`src/rtl/sao_edge_corrector.sv`:
```
module sao_edge_corrector #(
  parameter int DEPTH_BITS = 10,
  parameter int CONT_W     = 16,
  parameter int OFS_W      = 16,
  parameter int CNT_W      = 16
) (
  input  logic                 clk,
  input  logic                 rst_n,
  input  logic [1:0]           dir_class,
  output logic signed [1:0]    a_dx,
  output logic signed [1:0]    a_dy,
  output logic signed [1:0]    b_dx,
  output logic signed [1:0]    b_dy,
  input  logic                 ofs_load,
  input  logic [5*OFS_W-1:0]   ofs_in,
  input  logic                 in_valid,
  output logic                 in_ready,
  input  logic [CONT_W-1:0]    ctr_sample,
  input  logic [CONT_W-1:0]    nbr_a,
  input  logic [CONT_W-1:0]    nbr_b,
  output logic                 out_valid,
  input  logic                 out_ready,
  output logic [CONT_W-1:0]    out_sample,
  output logic [CNT_W-1:0]     sample_count
);
  localparam int NSLOT = 5;
  localparam int SUM_W = ((CONT_W > OFS_W) ? CONT_W : OFS_W) + 2;
  localparam int MAX_I = (1 << DEPTH_BITS) - 1;
  localparam logic [CONT_W-1:0]       MAX_C = CONT_W'(MAX_I);
  localparam logic signed [SUM_W-1:0] MAX_S = SUM_W'(MAX_I);

  always_comb begin
    case (dir_class)
      2'd0:    begin a_dx = -2'sd1; a_dy =  2'sd0; end
      2'd1:    begin a_dx =  2'sd0; a_dy = -2'sd1; end
      2'd2:    begin a_dx = -2'sd1; a_dy = -2'sd1; end
      default: begin a_dx =  2'sd1; a_dy = -2'sd1; end
    endcase
  end
  assign b_dx = -a_dx;
  assign b_dy = -a_dy;

  logic [OFS_W-1:0] ofs_q [NSLOT];
  for (genvar k = 0; k < NSLOT; k++) begin : g_slot
    always_ff @(posedge clk) begin
      if (!rst_n)        ofs_q[k] <= '0;
      else if (ofs_load) ofs_q[k] <= ofs_in[k*OFS_W +: OFS_W];
    end
  end

  logic signed [1:0] sg_a, sg_b;
  logic signed [2:0] edge_sum;
  logic [2:0]        slot_sel;
  assign sg_a = (ctr_sample > nbr_a) ? 2'sd1 : (ctr_sample < nbr_a) ? -2'sd1 : 2'sd0;
  assign sg_b = (ctr_sample > nbr_b) ? 2'sd1 : (ctr_sample < nbr_b) ? -2'sd1 : 2'sd0;
  assign edge_sum = 3'(sg_a) + 3'(sg_b);

  always_comb begin
    case (edge_sum)
      -3'sd2:  slot_sel = 3'd1;
      -3'sd1:  slot_sel = 3'd2;
       3'sd1:  slot_sel = 3'd3;
       3'sd2:  slot_sel = 3'd4;
      default: slot_sel = 3'd0;
    endcase
  end

  logic adv1, adv2;
  logic s1_v, s2_v;
  logic [CONT_W-1:0] s1_ctr, s2_q;
  logic [OFS_W-1:0]  s1_ofs;

  assign adv2     = !s2_v || out_ready;
  assign adv1     = !s1_v || adv2;
  assign in_ready = adv1;

  always_ff @(posedge clk) begin
    if (!rst_n) begin
      s1_v   <= 1'b0;
      s1_ctr <= '0;
      s1_ofs <= '0;
    end else if (adv1) begin
      s1_v <= in_valid;
      if (in_valid) begin
        s1_ctr <= ctr_sample;
        s1_ofs <= ofs_q[slot_sel];
      end
    end
  end

  logic signed [SUM_W-1:0] wide;
  logic [CONT_W-1:0]       clipped;
  assign wide = $signed({{(SUM_W-CONT_W){1'b0}}, s1_ctr})
              + $signed({{(SUM_W-OFS_W){s1_ofs[OFS_W-1]}}, s1_ofs});
  assign clipped = (wide < 0) ? '0 : (wide > MAX_S) ? MAX_C : wide[CONT_W-1:0];

  always_ff @(posedge clk) begin
    if (!rst_n) begin
      s2_v <= 1'b0;
      s2_q <= '0;
    end else if (adv2) begin
      s2_v <= s1_v;
      if (s1_v) s2_q <= clipped;
    end
  end

  assign out_valid  = s2_v;
  assign out_sample = s2_q;

  always_ff @(posedge clk) begin
    if (!rst_n)                      sample_count <= '0;
    else if (out_valid && out_ready) sample_count <= sample_count + 1'b1;
  end
endmodule

```
`config.mk`:
```
export PLATFORM = sky130hd
export DESIGN_NAME = sao_edge_corrector
export DESIGN_NICKNAME = d
export VERILOG_FILES = /design/src/rtl/sao_edge_corrector.sv
export SDC_FILE = /design/constraint.sdc
export NUM_CORES = 1
export LEC_CHECK = 0
export ABC_AREA = 1
export BUFFER_PORTS_ARGS = -buffer_cell sky130_fd_sc_hd__buf_2
export CORE_ASPECT_RATIO = 2
export CORE_MARGIN = 2
export CORE_UTILIZATION = 40
export CTS_BUF_LIST = sky130_fd_sc_hd__clkbuf_8
export DETAILED_ROUTE_END_ITERATION = 7
export PLACE_DENSITY = 0.73
export SETUP_SLACK_MARGIN = 0.3
export SKIP_CTS_REPAIR_TIMING = 1
export SYNTH_ARGS = -nofsm -noshare
export SYNTH_HDL_FRONTEND = slang
export SYNTH_SLANG_ARGS = --single-unit
```
`constraint.sdc`:
```
create_clock -name clk -period 8.9 [get_ports clk]
set_clock_uncertainty 0.15 [all_clocks]
set_input_delay 0.445 -clock clk [delete_from_list [all_inputs] [get_ports clk]]
set_output_delay 0.445 -clock clk [all_outputs]
set_load 0.02 [all_outputs]
```
==> impl_results.md, run 1 <==
* WS Path Type: in -> reg
* RSZ-0062 raised after global routing: no
* Vias in the first global route at between 7000 and 8000
* Clock Power Share at 32.6%
* Post-Syn Nets at 1222
* Die H at 205.7 um
* Critical Path RT at 9.14 ns
* Post-synth EDFFs at 80
* Avg Synthesized Cell Area at 7.870 sq um
* Filler instances at 2049
* Final hold vios at 0
* Total power at roughly 1.6 mW
* Reg area at 3724 sq um
* #FFs+latches synth at approximately 150
* Synth Instances at 1034
* CORE AREA at 19910 sq um
* Internal Power at 1.137 mW
* Switching pwr at about 500 uW
* Clk_lat worst skew at roughly 0.46 ns
* Sequential share of the synthesized area at 45.76%
* Top FF cell, synth: edfxtp_1
* DIE AREA at ~22000 sq um
* Deepest clock path buffer count at 2
* DP HPWL at 15990 um
* Max-cap viol count at 0
* Initial antenna violation count at 0
* Clk sinks at 146
* Nets at 1385
* Most frequent cell after synthesis: nor2_1
* DRC Markers at 0
* Largest area contributor in the netlist: edfxtp_1
* Diodes inserted at 0
* Clock-pin slew on the worst setup and hold paths at 0.09 ns
* Setup TNS at 0 ns
* Netlist Area Pre-Place at 8138 sq um
* Average wire per standard cell at approximately 14 um
* IO buf count at between 150 and 200
* Chip width at 104.9 um
* Number of distinct library cells after synthesis at between 40 and 50
* Static Leak at 4.870 nW
* H-tree level count at 4
* Flop pwr share at 48.1%
* DR vias/cell at 4.804
* Hold WC Path Type: in -> reg
* Initial drt markers at around 280
* Status: completed
* Final ANT Viol Nets at 0
* Final setup vio count at 0
* DR vias at 7072
* Area occupied by multi-input gates at 3538 sq um
* Total global-route track usage at 19.21%
* Tmin final at 3.597 ns
* Fmax at 278.0 MHz
* Share of layout cells above drive strength 1 at 20.99%
* CTS tree: built
* Pre-Repair DR Iteration Count at 4
* Async SR Flop Fraction at 0%
* Startpoint Class: input port
* Global-route wire length before repair at 32380 um
* Slew HR at 25.70%
* Routed wire length at approximately 20000 um
* Total gr overflow at 0
* # rows at 73
* Max FO, Critical Path at 32
* Total CTS buffers at 17
* Starting Density at just over 40%
* Arrival @ worst endpoint at 3.83 ns
* Net Sw Frac at 30.53%
* Worst Setup End Kind: flip-flop
* Synth top area cells: edfxtp_1, dfxtp_1, nor2_1
* Largest net degree at the start of global routing at 81
* Max-slew violations at 0
* Post-synth top cells: nor2_1, inv_1, nand2_1
* Clk Tree Root Cell: clkbuf_8
* Final worst-path cycle share at just over 40%
* Layout area overhead at 18.37%
* Yosys top cell area share at 29.52%
* Placer congestion estimate at around 0.9
* Num ports at 177
* Worst hold slack at 0.1227 ns
* Warning count from the yosys run at 0
* Worst-Margin Slew at 1.114 ns
* Combinational group share of total power at 19.2%
* Max VDD drop at 130.2 uV
* PwrDens at approximately 170 nW/um^2
through the flow:
step           std cells  utilization, %  instance area, sq um  worst slack (ns)
2_1_floorplan       1034               -                  8138             5.597
3_3_place_gp        1440           46.34                  9228             4.924
3_5_place_dp        1440           46.34                  9228             4.867
4_1_cts             1472           48.38                  9633             5.340
5_1_grt             1472           48.38                  9633             4.973
6_report            1472           48.38                  9633             5.303
cells in the final DEF (no fill, tap or decap), types with 9 or more instances in the layout:
cell type and n:
a21oi_1 78, buf_2 175, clkbuf_8 17, dfxtp_1 66, edfxtp_1 80, ha_1 51, inv_1 178, inv_2 15
nand2_1 156, nand3_1 35, nor2_1 194, o21ai_0 41, o21ai_1 18, o32ai_1 16, xnor2_1 9
power groups by stage:
stage	Clock, mW	Sequential [mW]	Combinational (mW)
after floorplan	0	0.797	0.215
after global placement	0	0.802	0.310
after detailed placement	0	0.803	0.316
after CTS	0.543	0.788	0.317
after global routing	0.573	0.792	0.360
final	0.534	0.787	0.315
flip-flops by register name, summed over array words and instances, names as in the netlist:
name / count
sample_count: 16
s1_ctr: 16
out_sample: 16
s1_ofs: 16
ofs_q: 80
s1_v: 1
out_valid: 1
cell families (layout without fill, tap and decap cells):
group,after synthesis,count (layout),synth area share [%]
DFF,146,146,45.76
other,1,1,0.04608
and+or+nand+nor,428,428,22.09
xor gates and xnor gates,10,10,1.076
adders and majority gates,53,53,8.333
AOI/OAI and AO/OA,167,167,11.82
buffers and inverters,229,405,10.87
per-layer routing:
metal	track usage [%]	vias to the layer above	share of wire, %
met1	17.87	3213	35
met3	3.326	53	3.3
met2	38.43	167	56
met4	10.62	0	5.1
met5	0	-	0
li1	-	3639	-
worst paths after layout:
| kind | end | slack, ns | cells after the start | startpoint |
|---|---|---|---|---|
| hold reg to reg | out_sample[10] | 0.29 | 2 | out_sample[10] |
| hold / removal | ofs_q[2][5] | 0.12 | 3 | ofs_in[37] |
| setup / recovery | s1_ofs[5] | 5.30 | 18 | ctr_sample[1] |
| setup reg to reg | out_sample[3] | 6.44 | 13 | s1_ofs[14] |
layout make-up:
| type | count | share of cell area (%) |
|---|---|---|
| Sequential cell | 146 | 38.65 |
| Multi-Input combinational cell | 659 | 36.73 |
| Inverter | 193 | 7.520 |
| Tap cell | 262 | 3.403 |
| Timing Repair Buffer | 180 | 9.482 |
| Clock inverter | 15 | 1.779 |
| Clock buffer | 17 | 2.429 |
critical path, stage by stage:
cell	delay (ns)
buf_2	0.11
ha_1	0.28
inv_1	0.04
nor2_1	0.07
nor2_1	0.05
o21a_1	0.16
o221ai_1	0.17
nand2_1	0.07
nand2_1	0.08
nand3_1	0.08
ha_1	0.21
inv_1	0.06
fa_1	0.46
o21ai_2	0.89
o21ai_1	0.18
o32ai_1	0.22
nand2_1	0.09
a21oi_1	0.13
(Power assumes the default switching activity.)
==> run 2, diff against run 1 <==
==> constraint.sdc (replaced) <==
create_clock -name clk -period 3.5 [get_ports clk]
set_clock_uncertainty 0.15 [all_clocks]
set_input_delay 0.175 -clock clk [delete_from_list [all_inputs] [get_ports clk]]
set_output_delay 0.175 -clock clk [all_outputs]
set_load 0.02 [all_outputs]
==> run 2 against run 1 <==
The flow now finishes with violations (hold timing). Utilization grew 4.8 points. Clock power grew 120%. Final cell count grew 6.6%. Register-to-register slack lost 5.4 ns. Combinational power grew to 2.9 times the previous value. Routed wire length grew 12%. Die area is the same. Global-route usage grew 0.058 points. Non-clock buffer count grew 97. Worst hold slack lost 0.13 ns. First-iteration DRC count grew 11%. Critical path type unchanged. Worst setup slack lost 4.8 ns.
==> impl_results.md, run 2 (synthesis results as in run 1) <==
* Tmin final at 3.007 ns
* DR vias/cell at 4.794 (was 4.804)
* Max reg flops at 80 (unchanged)
* Share of layout cells above drive strength 1 at 19.66% (was 20.99%)
* Final worst-path cycle share at 85.91%
* Static Leak at 5.273 nW (was 4.870 nW)
* # rows at 73 (unchanged)
* R2R depth at 13 (unchanged)
* Arrival @ worst endpoint at 3.24 ns (was 3.83 ns)
* DRC Markers at 0 (unchanged)
* Worst hold slack at -0.003837 ns (was 0.1227 ns)
* Startpoint Class: input port (unchanged)
* Clk_lat worst skew at 0.45 ns (was 0.46 ns)
* Clock-pin slew on the worst setup and hold paths at 0.08 ns (was 0.09 ns)
* Clk sinks at 146 (unchanged)
* Setup crit start: ctr_sample[13] (was ctr_sample[1])
* Num ports at 177 (unchanged)
* H-tree level count at 4 (unchanged)
* Total gr overflow at 0 (unchanged)
* Placed cell area at 9303 sq um (was 9228 sq um)
* Worst-Margin Slew at 1.053 ns (was 1.114 ns)
* Max-cap viol count at 0 (unchanged)
* Worst-path cell chain: buf_2 > ha_1 > a21oi_1 > nor2_1 > a211oi_1 > nand3_1 > nand4_1 > ha_1 > inv_1 > fa_1 > nor2_1 > inv_2 > o21ai_4 > buf_12 > nor2_1 > o32ai_1 > nand2_1 > a21oi_1 (was buf_2 > ha_1 > inv_1 > nor2_1 > nor2_1 > o21a_1 > o221ai_1 > nand2_1 > nand2_1 > nand3_1 > ha_1 > inv_1 > fa_1 > o21ai_2 > o21ai_1 > o32ai_1 > nand2_1 > a21oi_1)
* Initial drt markers at 305 (was 276)
* Routed wire length at 22410 um (was 19990 um)
* Post-layout instance area at 10580 sq um (was 9633 sq um)
* WS Path Type: in -> reg (unchanged)
* Total CTS buffers at 17 (unchanged)
* Diodes inserted at 0 (unchanged)
* Most frequent cells in the layout: nor2_1, inv_1, buf_2 (unchanged)
* IO buf count at 175 (unchanged)
* Worst path most repeated cell: nor2_1 (was nand2_1)
* Sum of buffers and inverters on the critical path at 4 (was 3)
* Max VDD drop at 333.2 uV (was 130.2 uV)
* Critical Path Stages at 18 (unchanged)
* Slew HR at 29.82% (was 25.70%)
* Family with the most delay on the worst path: compound AO/OA/AOI/OAI gates (unchanged)
* Min-delay src: ctr_sample[15] (was ofs_in[37])
* Die H at 205.7 um (unchanged)
* Worst r2r src: s1_ctr[14] (was s1_ofs[14])
* Critical Path RT at 3.74 ns (was 9.14 ns)
* Hold Path Depth at 3 (unchanged)
* RSZ-0062 raised after global routing: no (unchanged)
* Worst path max stage delay at 0.51 ns (was 0.89 ns)
* Pre-Repair DR Iteration Count at 5 (was 4)
* Hold WC Path Type: in -> reg (unchanged)
* Placer congestion estimate at 0.9164 (was 0.8984)
* CORE AREA at 19910 sq um (unchanged)
* Failing checks: hold timing
* Most common cell after layout, fill and taps aside: nor2_1 (unchanged)
* Filler instances at 1887 (was 2049)
* Total power at 4.127 mW (was 1.636 mW)
* Max FO, Critical Path at 24 (was 32)
* Clk Tree Root Cell: clkbuf_8 (unchanged)
* Reg2reg end: out_sample[4] (was out_sample[3])
* Worst Setup EP: s1_ofs[10] (was s1_ofs[5])
* CTS tree: built (unchanged)
* Layout area overhead at 30.06% (was 18.37%)
* Initial antenna violation count at 0 (unchanged)
* Deepest clock path buffer count at 2 (unchanged)
* Global-route wire length before repair at 32550 um (was 32380 um)
* Crit path max-delay cell type: fa_1 (was o21ai_2)
* PwrDens at 389.9 nW/um^2 (was 169.9 nW/um^2)
* Top reg by flops: ofs_q (unchanged)
* Worst Setup End Kind: flip-flop (unchanged)
* Setup TNS at 0 ns (unchanged)
* Nets at 1482 (was 1385)
* Average wire per standard cell at 14.28 um (was 13.58 um)
* DP HPWL at 16150 um (was 15990 um)
* Reg2Reg Setup Slack at 1.02 ns (was 6.44 ns)
* Final setup vio count at 0 (unchanged)
* Final ANT Viol Nets at 0 (unchanged)
* Vias in the first global route at 7001 (was 7004)
* Chip width at 104.9 um (unchanged)
* Max-slew violations at 0 (unchanged)
* Final hold vios at 1 (was 0)
* Starting Density at 40.87% (unchanged)
* Total global-route track usage at 19.26% (was 19.21%)
* DIE AREA at 21570 sq um (unchanged)
* Largest net degree at the start of global routing at 81 (unchanged)
* Fmax at 332.6 MHz
* DR vias at 7522 (was 7072)
* Status: finished, violations left (was completed)
[run 2: changes by cell type in the layout (fill, tap and decap cells not counted), moves of 2 or more]
cell	change
clkinv_2	+4
inv_6	-2
inv_8	-3
buf_12	+3
clkinv_1	+2
buf_4	+2
dlygate4sd3_1	+92
[run 2: metal layers]
metal / global-route usage, % / part of all wire [%] / vias up
li1: - / - / 3841
met1: 18.59 / 35 / 3399
met2: 37.43 / 56 / 213
met3: 2.534 / 3.2 / 69
met4: 12.57 / 5.5 / 0
met5: 0 / 0 / -
[run 2: worst min-delay path by stage]
stage          slack, ns          endpoint
3_5_place_dp        0.28    out_sample[14]
3_3_place_gp        0.27    out_sample[13]
2_1_floorplan       0.18  sample_count[14]
6_report          -0.004        s1_ctr[15]
5_1_grt            0.007         s1_ctr[3]
4_1_cts            -0.16       ofs_q[2][8]
[run 2: area by class of cell]
cell class	count	area, sq um	share of cell area (%)
clock buffer	17	234.0	2.211
inverter	193	724.4	6.845
multi-input combinational	659	3546	33.50
clock inverter	15	118.9	1.123
sequential	146	3724	35.18
timing repair buffer	277	1909	18.04
tap	262	327.8	3.097
[run 2: power by group]
group          leakage [nW]  switching, mW  internal [mW]
registers              1.40         0.0642           1.94
clock network         0.179          0.651          0.554
logic                  3.69          0.538          0.384
[run 2: metrics by stage]
step,hold WS [ns],cells,utilization [%],setup WS (ns)
2_1_floorplan,0.1775,1034,-,0.4672
3_3_place_gp,0.2723,1445,46.72,0.05266
3_5_place_dp,0.2757,1445,46.72,0.04545
4_1_cts,-0.1552,1477,48.49,0.5168
5_1_grt,0.006927,1569,53.15,0.2920
6_report,-0.003837,1569,53.15,0.4931
[run 2: worst min-delay path, cell delays in order]
cell	delay (ns)
buf_2	0.11
o21ai_0	0.14
a21oi_1	0.13
==> run 3, diff against run 2 <==
==> constraint.sdc (replaced) <==
create_clock -name clk -period 3.2 [get_ports clk]
set_clock_uncertainty 0.15 [all_clocks]
set_input_delay 0.16 -clock clk [delete_from_list [all_inputs] [get_ports clk]]
set_output_delay 0.16 -clock clk [all_outputs]
set_load 0.02 [all_outputs]
==> run 3 against run 2 <==
Power increased by 19%. Worst setup slack lost 0.20 ns. Utilization up 4.9 points. Clock power increased by 26%. Highest routed layer unchanged. Global-route usage down 0.052 points. Worst hold slack worse by 0.021 ns. Sequential share of layout area down 3.0 points. The flow still finishes with violations (hold timing). Non-clock buffer count increased by 34. Routed wire length grew 8.2%. Combinational power is 32% higher. Clock-buffer cell count unchanged.
==> impl_results.md, run 3 (synthesis results as in run 1) <==
* Status: finished, violations left (unchanged)
* Failing checks: hold timing (unchanged)
* Placed cell area at 9575 sq um (was 9303 sq um)
* Starting Density at 40.87% (unchanged)
* R2R depth at 14 (was 13)
* Diodes inserted at 0 (unchanged)
* RSZ-0062 raised after global routing: yes (was no)
* DRC Markers at 0 (unchanged)
* Nets at 1516 (was 1482)
* Slew HR at 38.74% (was 29.82%)
* Static Leak at 5.595 nW (was 5.273 nW)
* Chip width at 104.9 um (unchanged)
* Largest net degree at the start of global routing at 52 (was 81)
* Final ANT Viol Nets at 0 (unchanged)
* Critical Path RT at 3.44 ns (was 3.74 ns)
* Most frequent cells in the layout: nor2_1, inv_1, buf_2 (unchanged)
* Hold Path Depth at 4 (was 3)
* Deepest clock path buffer count at 2 (unchanged)
* Worst Setup End Kind: flip-flop (unchanged)
* Placed insts at 1472 (was 1445)
* Total gr overflow at 0 (unchanged)
* Reg2Reg Setup Slack at 0.60 ns (was 1.02 ns)
* Total global-route track usage at 19.21% (was 19.26%)
* Clk_lat worst skew at 0.46 ns (was 0.45 ns)
* Max-cap viol count at 0 (unchanged)
* CTS tree: built (unchanged)
* Worst-path cell chain: buf_4 > ha_4 > nand2_4 > o21ai_2 > nand2_1 > o211ai_1 > nand2_1 > nand3_2 > nand4_1 > ha_4 > inv_2 > fa_2 > nor2_2 > inv_2 > o21ai_4 > buf_6 > clkbuf_16 > nor2_1 > o32ai_1 > nand2_1 > a21oi_1 (was buf_2 > ha_1 > a21oi_1 > nor2_1 > a211oi_1 > nand3_1 > nand4_1 > ha_1 > inv_1 > fa_1 > nor2_1 > inv_2 > o21ai_4 > buf_12 > nor2_1 > o32ai_1 > nand2_1 > a21oi_1)
* PwrDens at 425.2 nW/um^2 (was 389.9 nW/um^2)
* Min-delay src: ctr_sample[9] (was ctr_sample[15])
* Placer congestion estimate at 0.9632 (was 0.9164)
* DP HPWL at 16290 um (was 16150 um)
* Initial antenna violation count at 0 (unchanged)
* Clk sinks at 146 (unchanged)
* Max reg flops at 80 (unchanged)
* Most common cell after layout, fill and taps aside: nor2_1 (unchanged)
* Final Non-Filler Cells at 1603 (was 1569)
* Post-layout instance area at 11560 sq um (was 10580 sq um)
* CORE AREA at 19910 sq um (unchanged)
* Share of layout cells above drive strength 1 at 27.44% (was 19.66%)
* Pre-Repair DR Iteration Count at 5 (unchanged)
* Layout area overhead at 42.07% (was 30.06%)
* Tmin final at 2.903 ns
* # rows at 73 (unchanged)
* Total CTS buffers at 17 (unchanged)
* Initial drt markers at 364 (was 305)
* Worst-Margin Slew at 0.9178 ns (was 1.053 ns)
* WS Path Type: in -> reg (unchanged)
* Clock-pin slew on the worst setup and hold paths at 0.09 ns (was 0.08 ns)
* Top reg by flops: ofs_q (unchanged)
* Reg2reg end: out_sample[3] (was out_sample[4])
* Worst r2r src: s1_ctr[0] (was s1_ctr[14])
* Global-route wire length before repair at 32510 um (was 32550 um)
* Max FO, Critical Path at 7 (was 24)
* H-tree level count at 4 (unchanged)
* Filler instances at 1738 (was 1887)
* Hold WC Path Type: in -> reg (unchanged)
* DR vias/cell at 4.920 (was 4.794)
* Average wire per standard cell at 15.13 um (was 14.28 um)
* Final worst-path cycle share at 90.72%
* IO buf count at 175 (unchanged)
* Die H at 205.7 um (unchanged)
* Final hold vios at 3 (was 1)
* Final setup vio count at 0 (unchanged)
* Routed wire length at 24250 um (was 22410 um)
* Max-slew violations at 0 (unchanged)
* Hold Path End: s1_ctr[9] (was s1_ctr[15])
* DR vias at 7886 (was 7522)
* Arrival @ worst endpoint at 3.14 ns (was 3.24 ns)
* Worst hold slack at -0.02456 ns (was -0.003837 ns)
* Worst path most repeated cell: nand2_1 (was nor2_1)
* Vias in the first global route at 7067 (was 7001)
* Num ports at 177 (unchanged)
* Startpoint Class: input port (unchanged)
* Worst path max stage delay at 0.45 ns (was 0.51 ns)
* Max VDD drop at 387.8 uV (was 333.2 uV)
* Fmax at 344.4 MHz
* DIE AREA at 21570 sq um (unchanged)
* Clk Tree Root Cell: clkbuf_8 (unchanged)
* Crit path max-delay cell type: fa_2 (was fa_1)
## run 3: changes by cell type in the layout (fill, tap and decap cells not counted), moves of 8 or more
cell,previous run,this run
buf_2,175,161
buf_4,7,38
buf_6,0,11
ha_1,51,33
ha_4,0,18
inv_1,178,168
nor2_1,194,186
o32ai_1,16,2
o32ai_2,0,14
## run 3: metrics by stage
step / hold WS [ns] / util, % / setup WS (ns) / TNS [ns] / power, mW
finish: -0.02456 / 58.06 / 0.2968 / 0 / 4.915
CTS: -0.1774 / 50.13 / 0.1930 / 0 / 4.680
detailed placement: 0.2758 / 48.09 / -0.2583 / -3.014 / 3.188
global route: 0.0007879 / 58.06 / 0.1327 / 0 / 5.148
global placement: 0.2727 / 48.09 / -0.2488 / -2.424 / 3.167
floorplan: 0.1625 / - / 0.2850 / 0 / 2.839
## run 3: worst max path at each step
stage                  start         end  cells past startpoint
2_1_floorplan       nbr_a[1]  s1_ofs[12]                     22
3_3_place_gp        nbr_a[1]   s1_ofs[6]                     22
3_5_place_dp   ctr_sample[3]  s1_ofs[10]                     20
4_1_cts        ctr_sample[3]  s1_ofs[10]                     20
5_1_grt        ctr_sample[0]   s1_ofs[3]                     21
6_report       ctr_sample[3]   s1_ofs[7]                     21
## run 3: layer usage
metal  part of all wire [%]  GRT usage (%)  vias to the layer above  wire length (um)
met5                      0              0                        -                 0
met4                    5.6          11.19                        0              1351
met3                    3.7          2.724                       85               900
met2                     58          38.71                      263             14020
met1                     33          17.79                     3639              7980
li1                       -              -                     3899                 -
## run 3: report_power, final
part	total (mW)	leakage (nW)	switching, mW	internal [mW]
registers	2.19	1.40	0.0689	2.12
clock network	1.51	0.202	0.795	0.718
logic	1.22	3.99	0.670	0.546
## run 3: cell type report
cell class | count | area [sq um] | area share, %
Timing Repair Buffer | 311 | 2356 | 20.38
Inverter | 193 | 737.0 | 6.374
Clock inverter | 15 | 172.7 | 1.494
Tap cell | 262 | 327.8 | 2.835
Multi-Input combinational cell | 659 | 4010 | 34.69
Sequential cell | 146 | 3724 | 32.21
Clock buffer | 17 | 234.0 | 2.024
## run 3: critical path: cells and delay by family
family | cells | cell delay (ns)
AOI/OAI and AO/OA | 5 | 0.80
and+or+nand+nor | 8 | 0.68
buffers and inverters | 5 | 0.55
adders and majority gates | 3 | 0.94
